**config.mk**
```make
export PLATFORM = sky130hd
export DESIGN_NAME = mcpwm_core
export DESIGN_NICKNAME = d
export VERILOG_FILES = /design/src/rtl/mcpwm_pkg.sv /design/src/rtl/mcpwm_timebase.sv /design/src/rtl/mcpwm_pair.sv /design/src/rtl/mcpwm_core.sv
export SDC_FILE = /design/constraint.sdc
export NUM_CORES = 1
export LEC_CHECK = 0
export CORE_MARGIN = 2
export CORE_UTILIZATION = 40
export DETAILED_ROUTE_END_ITERATION = 10
export HOLD_SLACK_MARGIN = 0.15
export PLACE_DENSITY = 0.62
export SETUP_SLACK_MARGIN = 0.02
export SYNTH_ARGS = -nofsm -noshare
export SYNTH_HDL_FRONTEND = slang
export SYNTH_SLANG_ARGS = --single-unit
```
**constraint.sdc**
```tcl
create_clock -name clk -period 6 [get_ports clk]
set_input_delay 1.2 -clock clk [delete_from_list [all_inputs] [get_ports clk]]
set_output_delay 1.2 -clock clk [all_outputs]
set_load 0.02 [all_outputs]
```
**src/rtl/mcpwm_pkg.sv**
```systemverilog
package mcpwm_pkg;

    typedef enum logic [1:0] {
        TB_WRAP     = 2'd0,
        TB_ONESHOT  = 2'd1,
        TB_UPDN     = 2'd2,
        TB_UPDN_DBL = 2'd3
    } tb_mode_e;

    localparam int SIDE_HI = 0;
    localparam int SIDE_LO = 1;

endpackage

```
**src/rtl/mcpwm_timebase.sv**
```systemverilog
module mcpwm_timebase
    import mcpwm_pkg::*;
#(
    parameter int CNT_W = 8
) (
    input  logic             clk,
    input  logic             rst_n,
    input  logic             run,
    input  logic [1:0]       mode,
    input  logic [CNT_W-1:0] period,
    input  logic [CNT_W-1:0] trig_cmp,
    output logic [CNT_W-1:0] cnt,
    output logic [CNT_W-1:0] per_act,
    output logic             running,
    output logic             load,
    output logic             halted,
    output logic             evt,
    output logic             trig
);

    typedef struct packed {
        logic [CNT_W-1:0] cnt;
        logic [CNT_W-1:0] per;
        logic             down;
        logic             halt;
        logic             evt;
        logic             trig;
    } tb_st_t;

    tb_st_t st_d, st_q;
    logic   run_ok;
    logic   upd;

    always_comb begin
        st_d      = st_q;
        st_d.evt  = 1'b0;
        st_d.trig = 1'b0;
        upd       = 1'b0;
        run_ok    = run && !st_q.halt;
        if (!run_ok) begin
            // idle: park at zero, track period, keep single-sweep latch until run drops
            st_d.cnt  = '0;
            st_d.down = 1'b0;
            st_d.halt = st_q.halt && run;
            st_d.per  = period;
        end else begin
            st_d.trig = !st_q.down && (st_q.cnt == trig_cmp);
            if (!mode[1]) begin
                if (st_q.cnt >= st_q.per) begin
                    st_d.cnt  = '0;
                    upd       = 1'b1;
                    st_d.halt = (mode == TB_ONESHOT);
                end else begin
                    st_d.cnt = st_q.cnt + 1'b1;
                end
            end else if (!st_q.down) begin
                if (st_q.cnt >= st_q.per) begin
                    st_d.down = 1'b1;
                    st_d.cnt  = (st_q.cnt == '0) ? '0 : st_q.cnt - 1'b1;
                    upd       = (mode == TB_UPDN_DBL);
                end else begin
                    st_d.cnt = st_q.cnt + 1'b1;
                end
            end else begin
                if (st_q.cnt == '0) begin
                    st_d.down = 1'b0;
                    st_d.cnt  = {{(CNT_W-1){1'b0}}, 1'b1};
                    upd       = 1'b1;
                end else begin
                    st_d.cnt = st_q.cnt - 1'b1;
                end
            end
            if (upd) begin
                st_d.per = period;
                st_d.evt = 1'b1;
            end
        end
    end

    always_ff @(posedge clk) begin
        if (!rst_n) st_q <= '0;
        else        st_q <= st_d;
    end

    assign cnt     = st_q.cnt;
    assign per_act = st_q.per;
    assign running = run_ok;
    assign load    = upd || !run_ok;
    assign halted  = st_q.halt;
    assign evt     = st_q.evt;
    assign trig    = st_q.trig;

endmodule

```
**src/rtl/mcpwm_pair.sv**
```systemverilog
module mcpwm_pair
    import mcpwm_pkg::*;
#(
    parameter int CNT_W = 8,
    parameter int DT_W  = 4
) (
    input  logic             clk,
    input  logic             rst_n,
    input  logic [CNT_W-1:0] cnt,
    input  logic             load,
    input  logic [CNT_W-1:0] duty_cfg,
    input  logic [DT_W-1:0]  dead,
    input  logic             indep,
    input  logic [1:0]       ovr_en,
    input  logic [1:0]       ovr_val,
    input  logic [1:0]       pol,
    output logic [1:0]       pins,
    output logic [1:0]       gen
);

    typedef struct packed {
        logic [CNT_W-1:0] duty;
        logic             raw;
        logic [DT_W-1:0]  dtc;
        logic [1:0]       gen;
        logic [1:0]       pin;
    } pr_st_t;

    pr_st_t st_d, st_q;
    logic   raw;
    logic   quiet;

    always_comb begin
        st_d = st_q;
        raw  = (cnt < st_q.duty);
        if (load) st_d.duty = duty_cfg;
        st_d.raw = raw;
        if (raw != st_q.raw)     st_d.dtc = dead;
        else if (st_q.dtc != '0) st_d.dtc = st_q.dtc - 1'b1;
        quiet = (st_d.dtc == '0);
        st_d.gen[SIDE_HI] = indep ? raw : (raw && quiet);
        st_d.gen[SIDE_LO] = indep ? raw : (!raw && quiet);
        for (int s = 0; s < 2; s++) begin
            st_d.pin[s] = (ovr_en[s] ? ovr_val[s] : st_d.gen[s]) ^ pol[s];
        end
    end

    always_ff @(posedge clk) begin
        if (!rst_n) st_q <= '0;
        else        st_q <= st_d;
    end

    assign pins = st_q.pin;
    assign gen  = st_q.gen;

endmodule

```
**src/rtl/mcpwm_core.sv**
```systemverilog
module mcpwm_core
    import mcpwm_pkg::*;
#(
    parameter int CNT_W     = 8,
    parameter int DT_W      = 4,
    parameter int NUM_PAIRS = 3,
    localparam int NPIN     = 2 * NUM_PAIRS
) (
    input  logic                       clk,
    input  logic                       rst_n,
    input  logic                       cfg_run,
    input  logic [1:0]                 cfg_tbmode,
    input  logic [CNT_W-1:0]           cfg_period,
    input  logic [NUM_PAIRS*CNT_W-1:0] cfg_duty,
    input  logic [DT_W-1:0]            cfg_dead,
    input  logic [NUM_PAIRS-1:0]       cfg_indep,
    input  logic [NPIN-1:0]            cfg_pol,
    input  logic [NPIN-1:0]            ovr_en,
    input  logic [NPIN-1:0]            ovr_val,
    input  logic [CNT_W-1:0]           cfg_trig,
    output logic [NPIN-1:0]            pwm_out,
    output logic                       adc_trig,
    output logic                       tb_evt
);

    logic [CNT_W-1:0] tb_cnt;
    logic [CNT_W-1:0] tb_per;
    logic             tb_running;
    logic             tb_load;
    logic             tb_halted;
    logic [NPIN-1:0]  gen_pins;

    mcpwm_timebase #(.CNT_W(CNT_W)) u_tb (
        .clk      (clk),
        .rst_n    (rst_n),
        .run      (cfg_run),
        .mode     (cfg_tbmode),
        .period   (cfg_period),
        .trig_cmp (cfg_trig),
        .cnt      (tb_cnt),
        .per_act  (tb_per),
        .running  (tb_running),
        .load     (tb_load),
        .halted   (tb_halted),
        .evt      (tb_evt),
        .trig     (adc_trig)
    );

    for (genvar i = 0; i < NUM_PAIRS; i++) begin : g_pair
        mcpwm_pair #(.CNT_W(CNT_W), .DT_W(DT_W)) u_pair (
            .clk      (clk),
            .rst_n    (rst_n),
            .cnt      (tb_cnt),
            .load     (tb_load),
            .duty_cfg (cfg_duty[i*CNT_W +: CNT_W]),
            .dead     (cfg_dead),
            .indep    (cfg_indep[i]),
            .ovr_en   (ovr_en[2*i +: 2]),
            .ovr_val  (ovr_val[2*i +: 2]),
            .pol      (cfg_pol[2*i +: 2]),
            .pins     (pwm_out[2*i +: 2]),
            .gen      (gen_pins[2*i +: 2])
        );
    end

endmodule

```
==> flow_results.xml, run 1 <==
<?xml version="1.0" encoding="UTF-8"?>
<metrics>
  <group name="status">
    <metric name="status" unit="">finished clean</metric>
  </group>
  <group name="yosys">
    <metric name="netlist.top_cell.by_area" unit="">sky130_fd_sc_hd__dfxtp_1</metric>
    <metric name="synth.most_common_cell" unit="">sky130_fd_sc_hd__dfxtp_1</metric>
    <metric name="synth_top_area_frac" unit="">0.3177</metric>
    <metric name="ys.flop_type" unit="">sky130_fd_sc_hd__dfxtp_1</metric>
    <metric name="syn-num-nets" unit="">619</metric>
    <metric name="post_synth_main_area_contributors" unit="">sky130_fd_sc_hd__dfxtp_1 32%, sky130_fd_sc_hd__ha_1 11%, sky130_fd_sc_hd__nand2_1 5.0%</metric>
    <metric name="synth.distinct_cells" unit="">61</metric>
    <metric name="synth_seq_cells" unit="">65</metric>
    <metric name="synthesized_instance_count" unit="">514</metric>
    <metric name="synth-seq-area-share" unit="">0.3177</metric>
    <metric name="syn_area" unit="um2">4096</metric>
    <metric name="synth_enable_flop_cells" unit="">0</metric>
    <metric name="postSynth.asyncResetShare" unit="">0</metric>
    <metric name="ys_warn_count" unit="">0</metric>
    <metric name="synth_area_per_cell" unit="um2">7.970</metric>
    <metric name="post_synth_most_frequent_cells" unit="">65 x sky130_fd_sc_hd__dfxtp_1, 55 x sky130_fd_sc_hd__nand2_1, 42 x sky130_fd_sc_hd__inv_1, 42 x sky130_fd_sc_hd__nor2_1, 40 x sky130_fd_sc_hd__nand3_1</metric>
  </group>
  <group name="detailed_routing">
    <metric name="drt_iter0_drc" unit="">122</metric>
    <metric name="detailroute.via_count" unit="">3635</metric>
    <metric name="route.antenna.remaining_nets" unit="">0</metric>
    <metric name="dr.pass1.iters" unit="">4</metric>
    <metric name="remaining_drc_errors" unit="">0</metric>
    <metric name="via_per_inst" unit="">5.120</metric>
    <metric name="wl_per_cell" unit="um">13.24</metric>
    <metric name="wirelength" unit="mm">9.403</metric>
  </group>
  <group name="clock_tree">
    <metric name="cts.htree.levels" unit="">3</metric>
    <metric name="cts_inserted_buffers" unit="">9</metric>
    <metric name="cts-root-buf" unit="">sky130_fd_sc_hd__clkbuf_8</metric>
    <metric name="clock_tree_from_tritoncts" unit="">done</metric>
    <metric name="clock_insertion_delay_worst_skew" unit="ns">0.34</metric>
    <metric name="cts.reportedPaths.clkPinSlew" unit="ns">0.08</metric>
    <metric name="clockBufferDepth" unit="">2</metric>
    <metric name="post_cts_resized" unit="">0</metric>
    <metric name="hold_buffers" unit="">0</metric>
    <metric name="cts.sink_count" unit="">65</metric>
    <metric name="post-cts-setup-buffer-count" unit="">0</metric>
  </group>
  <group name="pwr">
    <metric name="share_seq_of_total_power" unit="">0.378</metric>
    <metric name="maximum_ir_drop_on_the_vdd_rail" unit="uV">119.9</metric>
    <metric name="power.share.switching" unit="">0.3691</metric>
    <metric name="comb_power_share" unit="">0.404</metric>
    <metric name="static-leakage-power" unit="nW">2.015</metric>
    <metric name="internal-power" unit="mW">0.9793</metric>
    <metric name="power.share.clock" unit="">0.218</metric>
    <metric name="power_per_cell_area" unit="nW/um2">309.5</metric>
    <metric name="power_switching" unit="mW">0.5729</metric>
  </group>
  <group name="timing">
    <metric name="timing_max_transition_violations_final" unit="">0</metric>
    <metric name="post_route_worst_hold_slack" unit="ns">0.4644</metric>
    <metric name="max_clock_freq" unit="MHz">320.9</metric>
    <metric name="setup_tns" unit="ns">0</metric>
    <metric name="timing.final.crit_share" unit="">0.5194</metric>
    <metric name="setup_viol_count_final" unit="">0</metric>
    <metric name="fin_worst_skew" unit="ns">0.01064</metric>
    <metric name="final-hold-violation-count" unit="">0</metric>
    <metric name="tightest_slew" unit="ns">0.6733</metric>
    <metric name="slew_headroom" unit="">0.5511</metric>
    <metric name="setup_repair_after_global_routing_missed_its_margin" unit="">no</metric>
    <metric name="setup_slack" unit="ns">2.883</metric>
    <metric name="fin_crit" unit="ns">3.117</metric>
  </group>
  <group name="global_route">
    <metric name="grt_antenna_before_repair" unit="">0</metric>
    <metric name="grt_start_max_net_pins" unit="">72</metric>
    <metric name="grt_util_all_layers" unit="">0.1757</metric>
    <metric name="first_global_vias" unit="">3472</metric>
    <metric name="grt.overflow.total" unit="">0</metric>
    <metric name="grt_pass1_wl" unit="mm">15.95</metric>
  </group>
  <group name="floorplan">
    <metric name="initial_standard_cell_utilization_of_the_core" unit="">0.4153</metric>
    <metric name="design.die.area" unit="um2">11070</metric>
    <metric name="i_o_pins" unit="">78</metric>
    <metric name="die_x" unit="um">105.2</metric>
    <metric name="placement_rows" unit="">36</metric>
    <metric name="core_area" unit="um2">9864</metric>
    <metric name="fp.dieH" unit="um">105.2</metric>
  </group>
  <group name="min_path">
    <metric name="hold_path_class" unit="">reg2reg</metric>
  </group>
  <group name="critical_path">
    <metric name="cp-start-kind" unit="">flop</metric>
    <metric name="cell_type_of_the_slowest_stage_on_the_worst_timing_path" unit="">sky130_fd_sc_hd__dfxtp_1</metric>
    <metric name="worstPathRequired" unit="ns">6.26</metric>
    <metric name="critical_path.cell_chain" unit="">inv_1, ha_1, nand2b_1, a211oi_2, nor2_1, o21a_1, a2111oi_4, buf_4, nand3_1, o21ai_0</metric>
    <metric name="critical-path-max-stage-delay" unit="ns">0.66</metric>
    <metric name="path_max_fanout" unit="">64</metric>
    <metric name="arrival" unit="ns">3.38</metric>
    <metric name="cp-end-kind" unit="">flop</metric>
    <metric name="critical_path_class" unit="">reg2reg</metric>
  </group>
  <group name="cells_and_area">
    <metric name="final_area" unit="um2">5015</metric>
    <metric name="final_layout_size_suffix_gt1_frac" unit="">0.04853</metric>
    <metric name="num_antenna_cells" unit="">0</metric>
    <metric name="final_nets" unit="">677</metric>
    <metric name="area_growth" unit="%">22.42</metric>
  </group>
  <group name="placed_design">
    <metric name="post_detailed_placement_cell_area" unit="um2">4841</metric>
    <metric name="place_hpwl" unit="mm">6.855</metric>
    <metric name="routabilityCongestion" unit="">0.8680</metric>
    <metric name="portBuffers" unit="">77</metric>
    <metric name="dp_worst_setup_slack" unit="ns">2.594</metric>
  </group>
  <group name="run">
    <metric name="max_cap_violations" unit="">0</metric>
  </group>
</metrics>
registers in the layout, summed over array words and instances, names as in the netlist:
name                count
u_tb.evt                1
u_tb.halted             1
g_pair.u_pair.pins      6
u_tb.per_act            8
u_tb.st_q               1
u_tb.trig               1
u_tb.cnt                8
g_pair.u_pair.st_q     39
through the flow:
step,total power [mW],utilization,cells
after floorplan,1.083,-,514
after global placement,1.204,0.4907,694
after detailed placement,1.221,0.4907,694
after CTS,1.565,0.5084,710
after global routing,1.680,0.5084,710
final,1.552,0.5084,710
final timing paths:
path | from | end | slack [ns] | cells past startpoint
worst min-delay path | g_pair[0].u_pair.st_q[14] | g_pair[0].u_pair.st_q[14] | 0.46 | 2
worst max register to register | u_tb.cnt[0] | g_pair[1].u_pair.st_q[15] | 2.88 | 10
worst min register to register | g_pair[0].u_pair.st_q[14] | g_pair[0].u_pair.st_q[14] | 0.46 | 2
worst max-delay path | u_tb.cnt[0] | g_pair[1].u_pair.st_q[15] | 2.88 | 10
final cells by class:
class                           count  area (um2)
Clock buffer                       13       158.9
Clock inverter                      3       15.01
Fill cell                         953        4850
Inverter                           43       161.4
Multi-Input combinational cell    374        2431
Sequential cell                    65        1301
Tap cell                          133       166.4
Timing Repair Buffer               79       780.7
logic make-up (layout without fill, tap and decap cells):
group	Yosys count	after routing	synth area share
buf+inv	75	138	0.08888
compound gates	119	119	0.1918
flops	65	65	0.3177
xor+xnor	21	21	0.04490
mux	12	12	0.02993
fa+ha+maj	35	35	0.1069
simple gates	187	187	0.2199
power groups by stage:
| stage | Sequential, mW | Clock [mW] | Combinational (mW) |
|---|---|---|---|
| finish | 0.587 | 0.338 | 0.627 |
| global route | 0.598 | 0.363 | 0.719 |
| CTS | 0.586 | 0.349 | 0.630 |
| detailed placement | 0.596 | 0 | 0.625 |
| global placement | 0.593 | 0 | 0.612 |
| floorplan | 0.571 | 0 | 0.511 |
placed cells by master, fill, tap and decap left out, drive strengths merged, types with 3 or more instances in the layout:
cell / Yosys / routed
xor2: 7 / 7
a31oi: 6 / 6
mux2i: 10 / 10
ha: 35 / 35
o21a: 4 / 4
inv: 42 / 42
clkinv: 1 / 4
a21oi: 24 / 24
nor3b: 4 / 4
clkbuf: 15 / 13
a311oi: 4 / 4
clkdlybuf4s50: 0 / 76
dfxtp: 65 / 65
o31ai: 3 / 3
nand2: 55 / 55
or3: 4 / 4
a211oi: 10 / 10
nor2: 43 / 43
a21o: 6 / 6
nor3: 8 / 8
a221oi: 3 / 3
and3: 3 / 3
nand3: 40 / 40
o21ai: 43 / 43
buf: 17 / 3
nor4b: 3 / 3
nor4: 3 / 3
a22oi: 3 / 3
xnor2: 14 / 14
nand2b: 12 / 12
layer usage:
metal	up-vias	GRT usage	share of wire
li1	1913	-	-
met1	1621	0.2328	0.51
met2	94	0.2843	0.44
met3	7	0.03306	0.048
met4	0	0.06190	0.0077
met5	-	0	0
critical path, delay by kind of cell, from the launching register on:
| kind | cells | cell delay (ns) |
|---|---|---|
| AND/OR/NAND/NOR | 3 | 0.36 |
| flip-flops | 1 | 0.66 |
| buffers and inverters | 2 | 0.70 |
| AO/OA/AOI/OAI | 4 | 0.99 |
| adder cells (fa/ha/maj) | 1 | 0.31 |
(Power assumes the default switching activity.)
==> run 2: changes to the inputs <==
- clock period: 6 -> 3.2 ns (I/O delays scaled with it)
==> flow_results.xml, run 2 (synthesized netlist as in run 1, its figures left out) <==
<?xml version="1.0" encoding="UTF-8"?>
<metrics>
  <group name="status">
    <metric name="status" unit="">finished clean</metric>
  </group>
  <group name="min_path">
    <metric name="hold_path_class" unit="">reg2reg</metric>
    <metric name="worst_hold_path_cell_count" unit="">2</metric>
    <metric name="holdCritStartpoint" unit="">g_pair[0].u_pair.st_q[12]</metric>
    <metric name="hold_path_end" unit="">g_pair[0].u_pair.st_q[12]</metric>
  </group>
  <group name="placed_design">
    <metric name="place_hpwl" unit="mm">7.058</metric>
    <metric name="portBuffers" unit="">77</metric>
    <metric name="routabilityCongestion" unit="">0.8461</metric>
  </group>
  <group name="critical_path">
    <metric name="path_max_fanout" unit="">64</metric>
    <metric name="cp-start-kind" unit="">flop</metric>
    <metric name="arrival" unit="ns">3.11</metric>
    <metric name="timing.reg2reg.setup_slack" unit="ns">0.36</metric>
    <metric name="critical_path.reg2reg.endpoint" unit="">g_pair[1].u_pair.st_q[11]</metric>
    <metric name="r2r_depth" unit="">10</metric>
    <metric name="cp-end-kind" unit="">flop</metric>
    <metric name="worstPathRequired" unit="ns">3.47</metric>
    <metric name="reg2reg_from" unit="">u_tb.cnt[0]</metric>
    <metric name="critical_path_class" unit="">reg2reg</metric>
  </group>
  <group name="clock_tree">
    <metric name="cts.sink_count" unit="">65</metric>
    <metric name="cts-root-buf" unit="">sky130_fd_sc_hd__clkbuf_8</metric>
    <metric name="hold_buffers" unit="">0</metric>
    <metric name="post_cts_resized" unit="">0</metric>
    <metric name="clock_insertion_delay_worst_skew" unit="ns">0.35</metric>
    <metric name="cts.htree.levels" unit="">3</metric>
    <metric name="post-cts-setup-buffer-count" unit="">0</metric>
    <metric name="clockBufferDepth" unit="">2</metric>
    <metric name="cts_inserted_buffers" unit="">9</metric>
    <metric name="clock_tree_from_tritoncts" unit="">done</metric>
    <metric name="cts.reportedPaths.clkPinSlew" unit="ns">0.07</metric>
  </group>
  <group name="detailed_routing">
    <metric name="drt_iter0_drc" unit="">144</metric>
    <metric name="dr.pass1.iters" unit="">6</metric>
    <metric name="wl_per_cell" unit="um">13.63</metric>
    <metric name="via_per_inst" unit="">5.241</metric>
    <metric name="wirelength" unit="mm">9.715</metric>
    <metric name="remaining_drc_errors" unit="">0</metric>
    <metric name="detailroute.via_count" unit="">3737</metric>
    <metric name="route.antenna.remaining_nets" unit="">0</metric>
  </group>
  <group name="cells_and_area">
    <metric name="regMostFlops" unit="">g_pair.u_pair.st_q</metric>
    <metric name="layout_common_cells" unit="">76 x sky130_fd_sc_hd__clkdlybuf4s50_1, 65 x sky130_fd_sc_hd__dfxtp_1, 55 x sky130_fd_sc_hd__nand2_1, 42 x sky130_fd_sc_hd__inv_1, 42 x sky130_fd_sc_hd__nor2_1</metric>
    <metric name="fillCellCount" unit="">938</metric>
    <metric name="most_common_cell_after_layout_fill_and_taps_aside" unit="">sky130_fd_sc_hd__clkdlybuf4s50_1</metric>
    <metric name="area_growth" unit="%">23.98</metric>
    <metric name="final_layout_size_suffix_gt1_frac" unit="">0.05517</metric>
    <metric name="layout.area.seq" unit="um2">1301</metric>
    <metric name="final_nets" unit="">681</metric>
    <metric name="largest_register_ffs" unit="">39</metric>
    <metric name="multi_input_area" unit="um2">2431</metric>
    <metric name="num_antenna_cells" unit="">0</metric>
  </group>
  <group name="global_route">
    <metric name="grt_util_all_layers" unit="">0.1737</metric>
    <metric name="grt_start_max_net_pins" unit="">72</metric>
    <metric name="grt_pass1_wl" unit="mm">15.55</metric>
    <metric name="first_global_vias" unit="">3275</metric>
    <metric name="grt.overflow.total" unit="">0</metric>
    <metric name="grt_antenna_before_repair" unit="">0</metric>
  </group>
  <group name="pwr">
    <metric name="static-leakage-power" unit="nW">2.048</metric>
    <metric name="maximum_ir_drop_on_the_vdd_rail" unit="uV">218.4</metric>
    <metric name="share_seq_of_total_power" unit="">0.365</metric>
    <metric name="power.share.clock" unit="">0.236</metric>
    <metric name="power.share.switching" unit="">0.3633</metric>
    <metric name="comb_power_share" unit="">0.398</metric>
    <metric name="internal-power" unit="mW">1.927</metric>
    <metric name="power_switching" unit="mW">1.099</metric>
    <metric name="fin_total_pwr" unit="mW">3.026</metric>
    <metric name="power_per_cell_area" unit="nW/um2">595.8</metric>
  </group>
  <group name="floorplan">
    <metric name="fp.dieH" unit="um">105.2</metric>
    <metric name="initial_standard_cell_utilization_of_the_core" unit="">0.4153</metric>
    <metric name="core_area" unit="um2">9864</metric>
    <metric name="i_o_pins" unit="">78</metric>
    <metric name="placement_rows" unit="">36</metric>
    <metric name="design.die.area" unit="um2">11070</metric>
    <metric name="die_x" unit="um">105.2</metric>
  </group>
  <group name="timing">
    <metric name="slew_headroom" unit="">0.5481</metric>
    <metric name="setup_viol_count_final" unit="">0</metric>
    <metric name="setup_repair_after_global_routing_missed_its_margin" unit="">no</metric>
    <metric name="fin_crit" unit="ns">2.844</metric>
    <metric name="max_clock_freq" unit="MHz">351.6</metric>
    <metric name="fin_worst_skew" unit="ns">0.01237</metric>
    <metric name="timing_max_transition_violations_final" unit="">0</metric>
    <metric name="setup_tns" unit="ns">0</metric>
    <metric name="tightest_slew" unit="ns">0.6779</metric>
    <metric name="post_route_worst_hold_slack" unit="ns">0.4574</metric>
    <metric name="timing.final.crit_share" unit="">0.8887</metric>
    <metric name="final-hold-violation-count" unit="">0</metric>
  </group>
  <group name="run">
    <metric name="max_cap_violations" unit="">0</metric>
  </group>
</metrics>
[run 2: power groups by stage]
| stage | Sequential, mW | Clock (mW) | Combinational, mW |
|---|---|---|---|
| after floorplan | 1.07 | 0 | 0.959 |
| after global placement | 1.11 | 0 | 1.18 |
| after detailed placement | 1.12 | 0 | 1.20 |
| after CTS | 1.10 | 0.731 | 1.21 |
| after global routing | 1.13 | 0.768 | 1.35 |
| final | 1.11 | 0.715 | 1.21 |
[run 2: area by class of cell]
cell class / instances / share of cell area
timing repair buffer: 83 / 0.1621
tap: 133 / 0.03277
inverter: 43 / 0.03178
clock inverter: 3 / 0.007884
clock buffer: 12 / 0.03055
sequential: 65 / 0.2562
multi-input combinational: 374 / 0.4787
[run 2: stage by stage]
stage | std cells | setup WS [ns] | util | area [um2]
2_1_floorplan | 514 | 0.5995 | - | 4096
3_3_place_gp | 698 | 0.4193 | 0.4951 | 4883
3_5_place_dp | 698 | 0.3509 | 0.4951 | 4883
4_1_cts | 713 | 0.3310 | 0.5148 | 5079
5_1_grt | 713 | 0.07124 | 0.5148 | 5079
6_report | 713 | 0.3561 | 0.5148 | 5079
[run 2: worst max-delay path by stage]
stage,start,to,depth (start not counted)
finish,u_tb.cnt[0],g_pair[1].u_pair.st_q[11],10
global route,u_tb.cnt[0],u_tb.per_act[0],10
CTS,u_tb.cnt[0],g_pair[2].u_pair.st_q[12],10
floorplan,u_tb.cnt[0],g_pair[0].u_pair.st_q[15],11
global placement,u_tb.cnt[0],g_pair[1].u_pair.st_q[12],10
detailed placement,u_tb.cnt[0],u_tb.per_act[6],10
[run 2: metal layers]
layer | wire length (um) | part of all wire | up-vias | global-route usage
met1 | 4635 | 0.48 | 1690 | 0.2406
li1 | - | - | 1921 | -
met2 | 4368 | 0.45 | 112 | 0.2659
met4 | 152 | 0.016 | 0 | 0.06476
met3 | 559 | 0.058 | 14 | 0.03369
met5 | 0 | 0 | - | 0
[run 2: critical path, stage by stage (launching register included)]
cell and delay [ns]:
sky130_fd_sc_hd__dfxtp_1 0.60, sky130_fd_sc_hd__inv_1 0.20, sky130_fd_sc_hd__ha_1 0.30, sky130_fd_sc_hd__nand2b_1 0.15
sky130_fd_sc_hd__a211oi_2 0.24, sky130_fd_sc_hd__nor2_1 0.07, sky130_fd_sc_hd__o21a_1 0.31, sky130_fd_sc_hd__a2111oi_4 0.40
sky130_fd_sc_hd__buf_12 0.29, sky130_fd_sc_hd__nand3_1 0.10, sky130_fd_sc_hd__o21ai_0 0.10
==> run 3: changes to the inputs <==
- ABC_AREA: unset -> 1
- DONT_BUFFER_PORTS: unset -> 1
- PLACE_DENSITY: 0.62 -> 0.52
==> flow_results.xml, run 3 <==
<?xml version="1.0" encoding="UTF-8"?>
<metrics>
  <group name="yosys">
    <metric name="post_synth_most_frequent_cells" unit="">110 x sky130_fd_sc_hd__inv_1, 92 x sky130_fd_sc_hd__nand2_1, 82 x sky130_fd_sc_hd__a21oi_1</metric>
    <metric name="netlist.top_cell.by_area" unit="">sky130_fd_sc_hd__dfxtp_1</metric>
    <metric name="synth_area_per_cell" unit="um2">6.875</metric>
    <metric name="syn_area" unit="um2">4043</metric>
    <metric name="ys_warn_count" unit="">0</metric>
    <metric name="synth_top_area_frac" unit="">0.3219</metric>
    <metric name="synth_enable_flop_cells" unit="">0</metric>
    <metric name="syn-num-nets" unit="">693</metric>
    <metric name="synthesized_instance_count" unit="">588</metric>
    <metric name="synth.most_common_cell" unit="">sky130_fd_sc_hd__inv_1</metric>
    <metric name="synth.distinct_cells" unit="">29</metric>
    <metric name="postSynth.asyncResetShare" unit="">0</metric>
    <metric name="synth-seq-area-share" unit="">0.3219</metric>
    <metric name="ys.flop_type" unit="">sky130_fd_sc_hd__dfxtp_1</metric>
    <metric name="synth_seq_cells" unit="">65</metric>
    <metric name="post_synth_main_area_contributors" unit="">sky130_fd_sc_hd__dfxtp_1 32%, sky130_fd_sc_hd__ha_1 11%, sky130_fd_sc_hd__inv_1 10%</metric>
  </group>
  <group name="floorplan">
    <metric name="i_o_pins" unit="">78</metric>
    <metric name="die_x" unit="um">104.5</metric>
    <metric name="core_area" unit="um2">9774</metric>
    <metric name="placement_rows" unit="">36</metric>
    <metric name="initial_standard_cell_utilization_of_the_core" unit="">0.4136</metric>
    <metric name="fp.dieH" unit="um">104.5</metric>
    <metric name="design.die.area" unit="um2">10930</metric>
  </group>
  <group name="timing">
    <metric name="setup_slack" unit="ns">0.6878</metric>
    <metric name="post_route_worst_hold_slack" unit="ns">0.4180</metric>
    <metric name="final-hold-violation-count" unit="">0</metric>
    <metric name="fin_crit" unit="ns">2.512</metric>
    <metric name="timing.final.crit_share" unit="">0.7851</metric>
    <metric name="setup_repair_after_global_routing_missed_its_margin" unit="">no</metric>
    <metric name="slew_headroom" unit="">0.6082</metric>
    <metric name="timing_max_transition_violations_final" unit="">0</metric>
    <metric name="tightest_slew" unit="ns">0.5878</metric>
    <metric name="setup_viol_count_final" unit="">0</metric>
    <metric name="fin_worst_skew" unit="ns">0.01201</metric>
    <metric name="setup_tns" unit="ns">0</metric>
    <metric name="max_clock_freq" unit="MHz">398.1</metric>
  </group>
  <group name="placed_design">
    <metric name="routabilityCongestion" unit="">0.7827</metric>
    <metric name="dp_worst_setup_slack" unit="ns">0.6776</metric>
    <metric name="portBuffers" unit="">0</metric>
    <metric name="place_hpwl" unit="mm">6.849</metric>
  </group>
  <group name="critical_path">
    <metric name="critical_path_class" unit="">reg2reg</metric>
    <metric name="path_max_fanout" unit="">64</metric>
    <metric name="critical_path.cell_chain" unit="">ha_1, nand2_1, o21ai_1, a21oi_1, nand2_1, nand2_1, nand4_2, buf_4, o21ai_0, a21oi_1</metric>
    <metric name="cp-end-kind" unit="">flop</metric>
    <metric name="arrival" unit="ns">2.72</metric>
    <metric name="path_common_cell" unit="">sky130_fd_sc_hd__nand2_1</metric>
    <metric name="critical-path-max-stage-delay" unit="ns">0.69</metric>
    <metric name="worstPathRequired" unit="ns">3.41</metric>
    <metric name="cp-start-kind" unit="">flop</metric>
    <metric name="cp.buffers_inverters" unit="">1</metric>
    <metric name="critical-path-top-delay-family" unit="">flip-flops</metric>
    <metric name="cell_type_of_the_slowest_stage_on_the_worst_timing_path" unit="">sky130_fd_sc_hd__dfxtp_1</metric>
  </group>
  <group name="pwr">
    <metric name="power.share.switching" unit="">0.3980</metric>
    <metric name="internal-power" unit="mW">1.717</metric>
    <metric name="power_switching" unit="mW">1.135</metric>
    <metric name="power.share.clock" unit="">0.229</metric>
    <metric name="static-leakage-power" unit="nW">2.151</metric>
    <metric name="maximum_ir_drop_on_the_vdd_rail" unit="uV">243.3</metric>
    <metric name="share_seq_of_total_power" unit="">0.378</metric>
    <metric name="comb_power_share" unit="">0.393</metric>
    <metric name="fin_total_pwr" unit="mW">2.852</metric>
    <metric name="power_per_cell_area" unit="nW/um2">665.8</metric>
  </group>
  <group name="detailed_routing">
    <metric name="drt_iter0_drc" unit="">181</metric>
    <metric name="remaining_drc_errors" unit="">0</metric>
    <metric name="via_per_inst" unit="">4.871</metric>
    <metric name="wirelength" unit="mm">9.153</metric>
    <metric name="detailroute.via_count" unit="">3502</metric>
    <metric name="dr.pass1.iters" unit="">5</metric>
    <metric name="route.antenna.remaining_nets" unit="">0</metric>
    <metric name="wl_per_cell" unit="um">12.73</metric>
  </group>
  <group name="cells_and_area">
    <metric name="layout_common_cells" unit="">110 x sky130_fd_sc_hd__inv_1, 92 x sky130_fd_sc_hd__nand2_1, 82 x sky130_fd_sc_hd__a21oi_1, 65 x sky130_fd_sc_hd__dfxtp_1, 53 x sky130_fd_sc_hd__nand3_1</metric>
    <metric name="most_common_cell_after_layout_fill_and_taps_aside" unit="">sky130_fd_sc_hd__inv_1</metric>
    <metric name="num_antenna_cells" unit="">0</metric>
    <metric name="area_growth" unit="%">5.973</metric>
    <metric name="regMostFlops" unit="">g_pair.u_pair.st_q</metric>
    <metric name="final_layout_size_suffix_gt1_frac" unit="">0.06826</metric>
    <metric name="final_nets" unit="">687</metric>
    <metric name="fillCellCount" unit="">1034</metric>
    <metric name="largest_register_ffs" unit="">39</metric>
  </group>
  <group name="clock_tree">
    <metric name="cts.sink_count" unit="">65</metric>
    <metric name="cts.htree.levels" unit="">3</metric>
    <metric name="clock_insertion_delay_worst_skew" unit="ns">0.34</metric>
    <metric name="post_cts_resized" unit="">0</metric>
    <metric name="clock_tree_from_tritoncts" unit="">done</metric>
    <metric name="cts.reportedPaths.clkPinSlew" unit="ns">0.07</metric>
    <metric name="cts_inserted_buffers" unit="">9</metric>
    <metric name="clockBufferDepth" unit="">2</metric>
    <metric name="post-cts-setup-buffer-count" unit="">0</metric>
    <metric name="hold_buffers" unit="">0</metric>
    <metric name="cts-root-buf" unit="">sky130_fd_sc_hd__clkbuf_8</metric>
  </group>
  <group name="min_path">
    <metric name="hold_path_class" unit="">in2reg</metric>
  </group>
  <group name="global_route">
    <metric name="grt_util_all_layers" unit="">0.1788</metric>
    <metric name="grt_pass1_wl" unit="mm">15.80</metric>
    <metric name="first_global_vias" unit="">3427</metric>
    <metric name="grt_start_max_net_pins" unit="">65</metric>
    <metric name="grt.overflow.total" unit="">0</metric>
    <metric name="grt_antenna_before_repair" unit="">0</metric>
  </group>
  <group name="run">
    <metric name="max_cap_violations" unit="">0</metric>
  </group>
  <group name="status">
    <metric name="status" unit="">finished clean</metric>
  </group>
</metrics>
-- run 3: worst paths after layout --
check | startpoint | end | slack, ns | cells past startpoint
setup reg to reg | u_tb.cnt[2] | g_pair[1].u_pair.st_q[15] | 0.69 | 10
hold / removal | cfg_period[1] | u_tb.per_act[1] | 0.42 | 2
setup / recovery | u_tb.cnt[2] | g_pair[1].u_pair.st_q[15] | 0.69 | 10
hold reg to reg | u_tb.halted | u_tb.halted | 0.49 | 2
-- run 3: area by class of cell --
cell class / instances / area [um2] / area share
timing repair buffer: 1 / 7.507 / 0.001752
clock buffer: 13 / 168.9 / 0.03943
tap: 133 / 166.4 / 0.03884
sequential: 65 / 1301 / 0.3037
clock inverter: 2 / 12.51 / 0.002921
multi-input combinational: 388 / 2188 / 0.5108
inverter: 117 / 439.2 / 0.1025
-- run 3: through the flow --
stage,utilization,area (um2),cells
floorplan,-,4043,588
global placement,0.4197,4103,704
detailed placement,0.4197,4103,704
CTS,0.4383,4284,719
global route,0.4383,4284,719
finish,0.4383,4284,719
-- run 3: cell families after synthesis --
logic type,share of synthesized area
and+or+nand+nor,0.2238
DFF,0.3219
xor gates and xnor gates,0.03033
AOI/OAI and AO/OA,0.1789
buffers and inverters,0.1368
adders and majority gates,0.1083
-- run 3: power by group through the flow --
stage	logic, mW	registers [mW]	clock network [mW]
final	1.12	1.08	0.653
after global routing	1.31	1.10	0.719
after CTS	1.13	1.08	0.680
after detailed placement	1.12	1.10	0
after global placement	1.10	1.10	0
after floorplan	0.969	1.05	0
-- run 3: layer usage --
metal	up-vias	track usage	part of all wire
met5	-	0	0
met4	0	0.07239	0.021
met3	15	0.03431	0.034
met2	64	0.2768	0.42
met1	1533	0.2440	0.52
li1	1890	-	-
